==> config.mk <==
export PLATFORM = sky130hd
export DESIGN_NAME = thermal_guard
export DESIGN_NICKNAME = d
export VERILOG_FILES = /design/src/rtl/thermal_guard_pkg.sv /design/src/rtl/tg_sync.sv /design/src/rtl/tg_episode.sv /design/src/rtl/tg_duty_gate.sv /design/src/rtl/tg_opp_fsm.sv /design/src/rtl/tg_regs.sv /design/src/rtl/thermal_guard.sv
export SDC_FILE = /design/constraint.sdc
export NUM_CORES = 1
export LEC_CHECK = 0
export BUFFER_PORTS_ARGS = -buffer_cell sky130_fd_sc_hd__buf_2
export CAP_MARGIN = 20
export CORE_MARGIN = 1.5
export CORE_UTILIZATION = 38
export CTS_CLUSTER_DIAMETER = 100
export DETAILED_ROUTE_END_ITERATION = 8
export HOLD_SLACK_MARGIN = 0.1
export PLACE_DENSITY = 0.76
export SLEW_MARGIN = 20
export SYNTH_ARGS = -nofsm -noshare
export SYNTH_HDL_FRONTEND = slang
export SYNTH_SLANG_ARGS = --single-unit
==> constraint.sdc <==
create_clock -name clk -period 1.51 [get_ports clk]
set_clock_uncertainty 0.2 [all_clocks]
set_input_delay 0.2265 -clock clk [delete_from_list [all_inputs] [get_ports clk]]
set_output_delay 0.2265 -clock clk [all_outputs]
set_load 0.005 [all_outputs]
==> src/rtl/thermal_guard_pkg.sv <==
// Shared constants and types for the thermal trip throttling controller.
// Assumes a 1-bit register address and a data width of at least 17 bits.
package thermal_guard_pkg;

    // Register selects
    localparam logic ADDR_CTRL = 1'b0;
    localparam logic ADDR_STAT = 1'b1;

    // Control register field positions
    localparam int CTRL_GATE_BIT = 3;
    localparam int CTRL_DUTY_LSB = 8;
    localparam int CTRL_OPP_BIT  = 16;

    // Status register field positions
    localparam int STAT_CAT_BIT    = 0;
    localparam int STAT_MON_BIT    = 1;
    localparam int STAT_STICKY_BIT = 2;
    localparam int STAT_HALT_BIT   = 3;

    // Operating-point request sequencer states
    typedef enum logic [1:0] {
        OPP_NORMAL  = 2'd0,
        OPP_ASK_LOW = 2'd1,
        OPP_LOWERED = 2'd2,
        OPP_ASK_REL = 2'd3
    } opp_state_e;

endpackage

==> src/rtl/tg_sync.sv <==
// Multi-flop level synchronizer for one asynchronous trip input.
// Assumes STAGES >= 1; the output is low during and right after reset.
module tg_sync #(
    parameter int STAGES = 2
) (
    input  logic clk,
    input  logic rst_n,
    input  logic d_i,
    output logic q_o
);

    logic [STAGES-1:0] chain_q;

    generate
        if (STAGES == 1) begin : g_single
            // Single-stage capture of the raw level
            always_ff @(posedge clk) begin
                if (!rst_n) chain_q <= '0;
                else        chain_q <= d_i;
            end
        end else begin : g_multi
            // Shift the raw level through the flop chain
            always_ff @(posedge clk) begin
                if (!rst_n) chain_q <= '0;
                else        chain_q <= {chain_q[STAGES-2:0], d_i};
            end
        end
    endgenerate

    assign q_o = chain_q[STAGES-1];

endmodule

==> src/rtl/tg_episode.sv <==
// Tracks a throttle episode from the synchronized monitor level.
// An episode opens on any high cycle and closes after QUIET_CYCLES
// consecutive low cycles. Assumes QUIET_CYCLES >= 2.
module tg_episode #(
    parameter int QUIET_CYCLES = 16
) (
    input  logic clk,
    input  logic rst_n,
    input  logic trip_i,
    output logic active_o
);

    localparam int CW = $clog2(QUIET_CYCLES);
    localparam logic [CW-1:0] QUIET_LAST = CW'(QUIET_CYCLES - 1);

    logic          active_q;
    logic [CW-1:0] quiet_q;

    // Open on a trip, count quiet cycles, close when the count completes
    always_ff @(posedge clk) begin
        if (!rst_n) begin
            active_q <= 1'b0;
            quiet_q  <= '0;
        end else if (trip_i) begin
            active_q <= 1'b1;
            quiet_q  <= '0;
        end else if (active_q) begin
            if (quiet_q == QUIET_LAST) begin
                active_q <= 1'b0;
                quiet_q  <= '0;
            end else begin
                quiet_q  <= quiet_q + 1'b1;
            end
        end
    end

    assign active_o = active_q;

endmodule

==> src/rtl/tg_duty_gate.sv <==
// Clock-enable duty modulator over a window of 2**WIN_W cycles.
// The enable is high in the first N phases of each window; N = 0 acts
// as half the window. The phase counter runs freely from reset.
module tg_duty_gate #(
    parameter int WIN_W = 3
) (
    input  logic             clk,
    input  logic             rst_n,
    input  logic             gate_on_i,
    input  logic [WIN_W-1:0] duty_i,
    output logic             allow_o
);

    localparam logic [WIN_W:0] HALF_WIN = (WIN_W+1)'(1) << (WIN_W - 1);

    logic [WIN_W-1:0] phase_q;
    logic [WIN_W:0]   duty_eff;

    // Free-running window phase
    always_ff @(posedge clk) begin
        if (!rst_n) phase_q <= '0;
        else        phase_q <= phase_q + 1'b1;
    end

    // Map a zero duty field onto the half-window default
    always_comb begin
        if (duty_i == '0) duty_eff = HALF_WIN;
        else              duty_eff = {1'b0, duty_i};
    end

    // Pass the enable unless gating is on and the phase is past the duty
    assign allow_o = !gate_on_i || ({1'b0, phase_q} < duty_eff);

endmodule

==> src/rtl/tg_opp_fsm.sv <==
// Operating-point request sequencer. Raises a lowering request while
// throttling is wanted and a release request once it is not; each
// request holds until the acknowledge is sampled. Assumes the
// acknowledge is synchronous to clk.
module tg_opp_fsm
    import thermal_guard_pkg::*;
(
    input  logic clk,
    input  logic rst_n,
    input  logic want_low_i,
    input  logic ack_i,
    output logic req_o,
    output logic low_o
);

    opp_state_e state_q, state_d;

    // Next-state selection
    always_comb begin
        state_d = state_q;
        unique case (state_q)
            OPP_NORMAL:  if (want_low_i) state_d = OPP_ASK_LOW;
            OPP_ASK_LOW: if (ack_i)      state_d = OPP_LOWERED;
            OPP_LOWERED: if (!want_low_i) state_d = OPP_ASK_REL;
            OPP_ASK_REL: if (ack_i)      state_d = OPP_NORMAL;
            default:                     state_d = OPP_NORMAL;
        endcase
    end

    // State register
    always_ff @(posedge clk) begin
        if (!rst_n) state_q <= OPP_NORMAL;
        else        state_q <= state_d;
    end

    assign req_o = (state_q == OPP_ASK_LOW) || (state_q == OPP_ASK_REL);
    assign low_o = (state_q == OPP_ASK_LOW) || (state_q == OPP_LOWERED);

endmodule

==> src/rtl/tg_regs.sv <==
// Software-visible control and status registers. Control holds the
// gating enable, duty and operating-point select; status reports the
// trip levels, halt and a sticky throttle flag cleared by writing 1.
module tg_regs
    import thermal_guard_pkg::*;
#(
    parameter int DATA_W = 32,
    parameter int WIN_W  = 3
) (
    input  logic              clk,
    input  logic              rst_n,
    input  logic              wr_i,
    input  logic              addr_i,
    input  logic [DATA_W-1:0] wdata_i,
    input  logic              cat_lvl_i,
    input  logic              mon_lvl_i,
    input  logic              halt_i,
    input  logic              throttling_i,
    output logic              gate_en_o,
    output logic              opp_sel_o,
    output logic [WIN_W-1:0]  duty_o,
    output logic [DATA_W-1:0] rdata_o
);

    logic             gate_en_q;
    logic             opp_sel_q;
    logic [WIN_W-1:0] duty_q;
    logic             sticky_q;
    logic             sticky_clr;
    logic             unused_wdata_bits;

    assign sticky_clr        = wr_i && (addr_i == ADDR_STAT) && wdata_i[STAT_STICKY_BIT];
    assign unused_wdata_bits = ^wdata_i;

    // Control register write
    always_ff @(posedge clk) begin
        if (!rst_n) begin
            gate_en_q <= 1'b0;
            opp_sel_q <= 1'b0;
            duty_q    <= '0;
        end else if (wr_i && (addr_i == ADDR_CTRL)) begin
            gate_en_q <= wdata_i[CTRL_GATE_BIT];
            opp_sel_q <= wdata_i[CTRL_OPP_BIT];
            duty_q    <= wdata_i[CTRL_DUTY_LSB +: WIN_W];
        end
    end

    // Sticky throttle flag: set wins over a write-one clear
    always_ff @(posedge clk) begin
        if (!rst_n)            sticky_q <= 1'b0;
        else if (throttling_i) sticky_q <= 1'b1;
        else if (sticky_clr)   sticky_q <= 1'b0;
    end

    // Read multiplexer
    always_comb begin
        rdata_o = '0;
        if (addr_i == ADDR_CTRL) begin
            rdata_o[CTRL_GATE_BIT]               = gate_en_q;
            rdata_o[CTRL_OPP_BIT]                = opp_sel_q;
            rdata_o[CTRL_DUTY_LSB +: WIN_W]      = duty_q;
        end else begin
            rdata_o[STAT_CAT_BIT]    = cat_lvl_i;
            rdata_o[STAT_MON_BIT]    = mon_lvl_i;
            rdata_o[STAT_STICKY_BIT] = sticky_q;
            rdata_o[STAT_HALT_BIT]   = halt_i;
        end
    end

    assign gate_en_o = gate_en_q;
    assign opp_sel_o = opp_sel_q;
    assign duty_o    = duty_q;

endmodule

==> src/rtl/thermal_guard.sv <==
// Thermal trip throttling controller top. Synchronizes both trips,
// latches the catastrophic halt, tracks monitor episodes and applies
// either duty gating or an operating-point request (request wins).
// Assumes all register and acknowledge inputs are synchronous to clk.
module thermal_guard #(
    parameter int SYNC_STAGES  = 2,
    parameter int QUIET_CYCLES = 16,
    parameter int WIN_W        = 3,
    parameter int DATA_W       = 32
) (
    input  logic              clk,
    input  logic              rst_n,
    input  logic              cat_trip_i,
    input  logic              mon_trip_i,
    input  logic              reg_wr_i,
    input  logic              reg_addr_i,
    input  logic [DATA_W-1:0] reg_wdata_i,
    output logic [DATA_W-1:0] reg_rdata_o,
    output logic              core_halt_o,
    output logic              core_clk_en_o,
    output logic              opp_req_o,
    output logic              opp_low_o,
    input  logic              opp_ack_i
);

    logic             cat_lvl;
    logic             mon_lvl;
    logic             halt_q;
    logic             epi_act;
    logic             gate_en;
    logic             opp_sel;
    logic [WIN_W-1:0] duty;
    logic             gate_on;
    logic             gate_allow;
    logic             want_low;
    logic             throttling;

    tg_sync #(.STAGES(SYNC_STAGES)) u_cat_sync (
        .clk(clk), .rst_n(rst_n), .d_i(cat_trip_i), .q_o(cat_lvl)
    );

    tg_sync #(.STAGES(SYNC_STAGES)) u_mon_sync (
        .clk(clk), .rst_n(rst_n), .d_i(mon_trip_i), .q_o(mon_lvl)
    );

    // Catastrophic halt latch, cleared only by reset
    always_ff @(posedge clk) begin
        if (!rst_n)       halt_q <= 1'b0;
        else if (cat_lvl) halt_q <= 1'b1;
    end

    tg_episode #(.QUIET_CYCLES(QUIET_CYCLES)) u_episode (
        .clk(clk), .rst_n(rst_n), .trip_i(mon_lvl), .active_o(epi_act)
    );

    assign gate_on    = epi_act && gate_en && !opp_sel;
    assign want_low   = epi_act && opp_sel;
    assign throttling = epi_act && (gate_en || opp_sel);

    tg_duty_gate #(.WIN_W(WIN_W)) u_gate (
        .clk(clk), .rst_n(rst_n), .gate_on_i(gate_on),
        .duty_i(duty), .allow_o(gate_allow)
    );

    tg_opp_fsm u_opp (
        .clk(clk), .rst_n(rst_n), .want_low_i(want_low),
        .ack_i(opp_ack_i), .req_o(opp_req_o), .low_o(opp_low_o)
    );

    tg_regs #(.DATA_W(DATA_W), .WIN_W(WIN_W)) u_regs (
        .clk(clk), .rst_n(rst_n), .wr_i(reg_wr_i), .addr_i(reg_addr_i),
        .wdata_i(reg_wdata_i), .cat_lvl_i(cat_lvl), .mon_lvl_i(mon_lvl),
        .halt_i(halt_q), .throttling_i(throttling), .gate_en_o(gate_en),
        .opp_sel_o(opp_sel), .duty_o(duty), .rdata_o(reg_rdata_o)
    );

    assign core_halt_o   = halt_q;
    assign core_clk_en_o = !halt_q && gate_allow;

endmodule

==> results <==
- The filler cell count is 289.
- The die outline width is 58.87 um.
- The arrival time at the worst endpoint is 1.56 ns.
- The number of antenna violations at the first check in global routing is 0.
- Setup repair after global routing could not meet its margin everywhere.
- The number of max-slew violations in the final report is 0.
- For this run, the number of Yosys warnings is 0.
- The most common library cell in the layout ignoring fill and taps is conb_1.
- Yosys mapped the design onto 32 distinct sky130hd cell types.
- At the end of the flow, the number of nets in the layout was 226.
- The final route contains 907 vias.
- The die area is 3466 sq um.
- Dividing the detail-routed via count by the number of cells gives 4.299.
- The number of endpoints with negative hold slack in the final report is 0.
- In this run the worst path has a maximum fanout of 3.
- TritonCTS built the clock tree.
- Setup slack on the critical path of the routed design comes to -0.4779 ns.
- Of the cells placed in the final design, the portion with a size suffix greater than 1 is 0.3539.
- The source of the critical timing path is u_regs.duty_o[1].
- The sum of routed wire length over all layers is 2163 um.
- Derived from the worst setup path, the maximum achievable clock frequency is 503.0 MHz.
- The clock root buffer master is clkbuf_4.
- The clock network latency to the later pin of the worst-skew pair is 0.30 ns.
- The number of maximum-capacitance violations is 0.
- Data on the critical path is required at its endpoint by 1.08 ns.
- The total overflow left after global routing is 0.
- The element type at the critical path end is an output port.
- The sum of negative setup slack is -0.7283 ns.
- The clock tree buffer depth is 2.
- The final reports fail on setup timing.
- In the finished design, the share of the clock period the worst path needs comes to 1.316.
- The mapped cell area is 1186 sq um.
- The residual antenna-violating net count after detailed routing is 0.
- Averaged over all synthesized cells, the footprint is 8.986 sq um.
- Entering global routing, the biggest net connects 13 pins.
- VDD sags by at most 0.0006969 V.
- The minimum hold slack is 0.2281 ns.
- The clock-pin slew on the worst setup and hold paths is 0.12 ns.
- For this design the static power due to leakage is 0.7341 nW.
- The minimum period implied by the final worst setup slack is 1.988 ns.
- The count of final setup violators is 3.
- The first-pass GRT wire length is 3298 um.
- The kind of critical path is register to output port.
- The library cells used most frequently in the layout, excluding fill and tap cells, are conb_1, buf_2, nor2_1, dfxtp_1, buf_4.
- The count of H-tree levels built during CTS is 1.
- The sort of element at the start of the critical path is a register.
- The source of the worst register-to-register timing path is u_opp.state_q[1].
- The flop and latch count out of synthesis is 21.
- The cell area power density is 997.9 nW/um^2.
- The internal reg-to-reg setup slack is 0 ns.
- The repair_antennas step left the layout with diodes totalling 0.
- In this run the critical register-to-register path is captured at u_opp.state_q[1].
- The floorplan has 20 rows.
- The detailed placer's ending HPWL is 1497 um.
- The critical path ends at core_clk_en_o.
- The launch point of the worst hold path is reg_addr_i.
- The class of the tightest hold or removal check is input port to register.
- The clock drives 21 sinks.
- The overall power of the completed layout is 1.594 mW.
- The average detailed-routed wire length per instance is 10.25 um.
- From synthesis to final layout, the design area changed by 34.70%.
- The number of violations reported at the end of detailed-routing iteration 0 is 12.
- The count of input and output buffers is 24.
- After detailed routing, the number of remaining DRC violations is 0.
- The run finished, with violations left.
- The logic depth of the worst register-to-register path is 6.
- The number of global-route vias before repair came to 818.
- For this run, the total global-route usage over all layers was measured as 0.1250.
- The placeable core region is 3003 sq um.
- Pin placement for this block handled 75 I/O pins.
- The share of the Yosys chip area taken by registers is 0.3544.
- In this run, CTS created clock tree buffers numbering 3.
- Timing analysis after detailed placement gives a worst setup slack of -0.1601 ns.
- The vertical extent of the die is 58.87 um.
- The final RePlAce weighted congestion is 0.7932.
- The cell count after synthesis is 132.
- For this configuration, the core starts out at a cell density of 0.3950.
- The number of detailed-route iterations in the first pass is 4.
==> through the flow <==
stage          utilization  std cells  area [sq um]
6_report            0.5321        211          1598
5_1_grt             0.5321        211          1598
4_1_cts             0.5021        209          1508
3_5_place_dp        0.4342        194          1304
3_3_place_gp        0.4342        194          1304
2_1_floorplan            -        155          1276
==> cell usage after synthesis (all sizes together) <==
cell type / n / area share
nand3b: 1 / 0.0063
mux2i: 7 / 0.059
o21ai: 1 / 0.0042
a211o: 1 / 0.0074
a221oi: 1 / 0.013
nand2b: 3 / 0.016
a31oi: 2 / 0.011
nand3: 2 / 0.0084
xnor2: 1 / 0.0074
nor2: 16 / 0.051
nor2b: 5 / 0.026
dfxtp: 21 / 0.35
conb: 1 / 0.0032
a211oi: 1 / 0.011
nand2: 8 / 0.027
and4b: 1 / 0.0084
ha: 8 / 0.084
clkinv: 1 / 0.0032
buf: 28 / 0.18
or3: 1 / 0.0053
o21ba: 1 / 0.0084
a21oi: 4 / 0.017
and2: 8 / 0.042
or2: 2 / 0.011
and3: 1 / 0.0053
inv: 3 / 0.0095
xor2: 1 / 0.0074
o311a: 1 / 0.0084
mux2: 1 / 0.0095
==> what timing repair did <==
action,in CTS,in global routing
endpoints found under the setup margin,5,7
pin swaps,5,8
gates resized for setup,17,14
hold buffers,10,0
buffers inserted,1,2
endpoints found under the hold margin,13,0
==> registers in the layout, summed over array words and instances, names as in the netlist <==
register,count
u_episode.quiet_q,4
u_gate.phase_q,3
u_regs.duty_o,3
u_cat_sync.chain_q,2
u_mon_sync.chain_q,2
u_opp.state_q,2
core_halt_o,1
u_episode.active_o,1
u_regs.gate_en_o,1
u_regs.opp_sel_o,1
u_regs.sticky_q,1
==> report_power, final <==
group	leakage (nW)	internal, mW	switching (mW)
Clock	0.0177	0.0987	0.168
Sequential	0.175	0.603	0.0579
Combinational	0.541	0.421	0.246
==> cells by family (layout without fill, tap and decap cells) <==
logic type | Yosys count | in the layout | share of synthesized area
simple gates | 48 | 48 | 0.2068
other cells | 1 | 24 | 0.003162
mux | 8 | 8 | 0.06857
fa+ha+maj | 8 | 8 | 0.08439
buf+inv | 32 | 55 | 0.1888
xor+xnor | 2 | 2 | 0.01477
flops | 21 | 21 | 0.3544
compound gates | 12 | 12 | 0.07911
==> worst min path at each step <==
stage                                  endpoint  slack [ns]  cells past startpoint
after floorplan           u_cat_sync.chain_q[0]        0.15                      1
after global placement    u_mon_sync.chain_q[1]        0.21                      1
after detailed placement  u_cat_sync.chain_q[1]        0.22                      1
after CTS                       u_regs.sticky_q        0.21                      4
after global routing            u_regs.sticky_q        0.21                      4
final                           u_regs.sticky_q        0.23                      4
==> metal layers <==
metal  wire length (um)  GRT usage  up-vias  part of all wire
met5                  0          0        -                 0
met2               1034     0.2016       34              0.48
li1                   -          -      475                 -
met1                981     0.1590      396              0.45
met4                 17    0.02922        0            0.0079
met3                129    0.04615        2             0.060
==> area by class of cell <==
cell class	count	area, sq um	area share
Timing Repair Buffer	47	352.8	0.2208
Clock buffer	3	22.52	0.01410
Inverter	4	20.02	0.01253
Tap cell	33	41.29	0.02584
Multi-Input combinational cell	102	721.9	0.4518
Sequential cell	21	434.2	0.2717
Clock inverter	1	5.005	0.003132
==> critical path, cell delays in order (launching register included) <==
cell and delay [ns]:
dfxtp_2 0.36, inv_1 0.06, ha_1 0.27, a211o_1 0.28
a31oi_2 0.16, buf_2 0.13
Power figures use the tool's default switching activity.
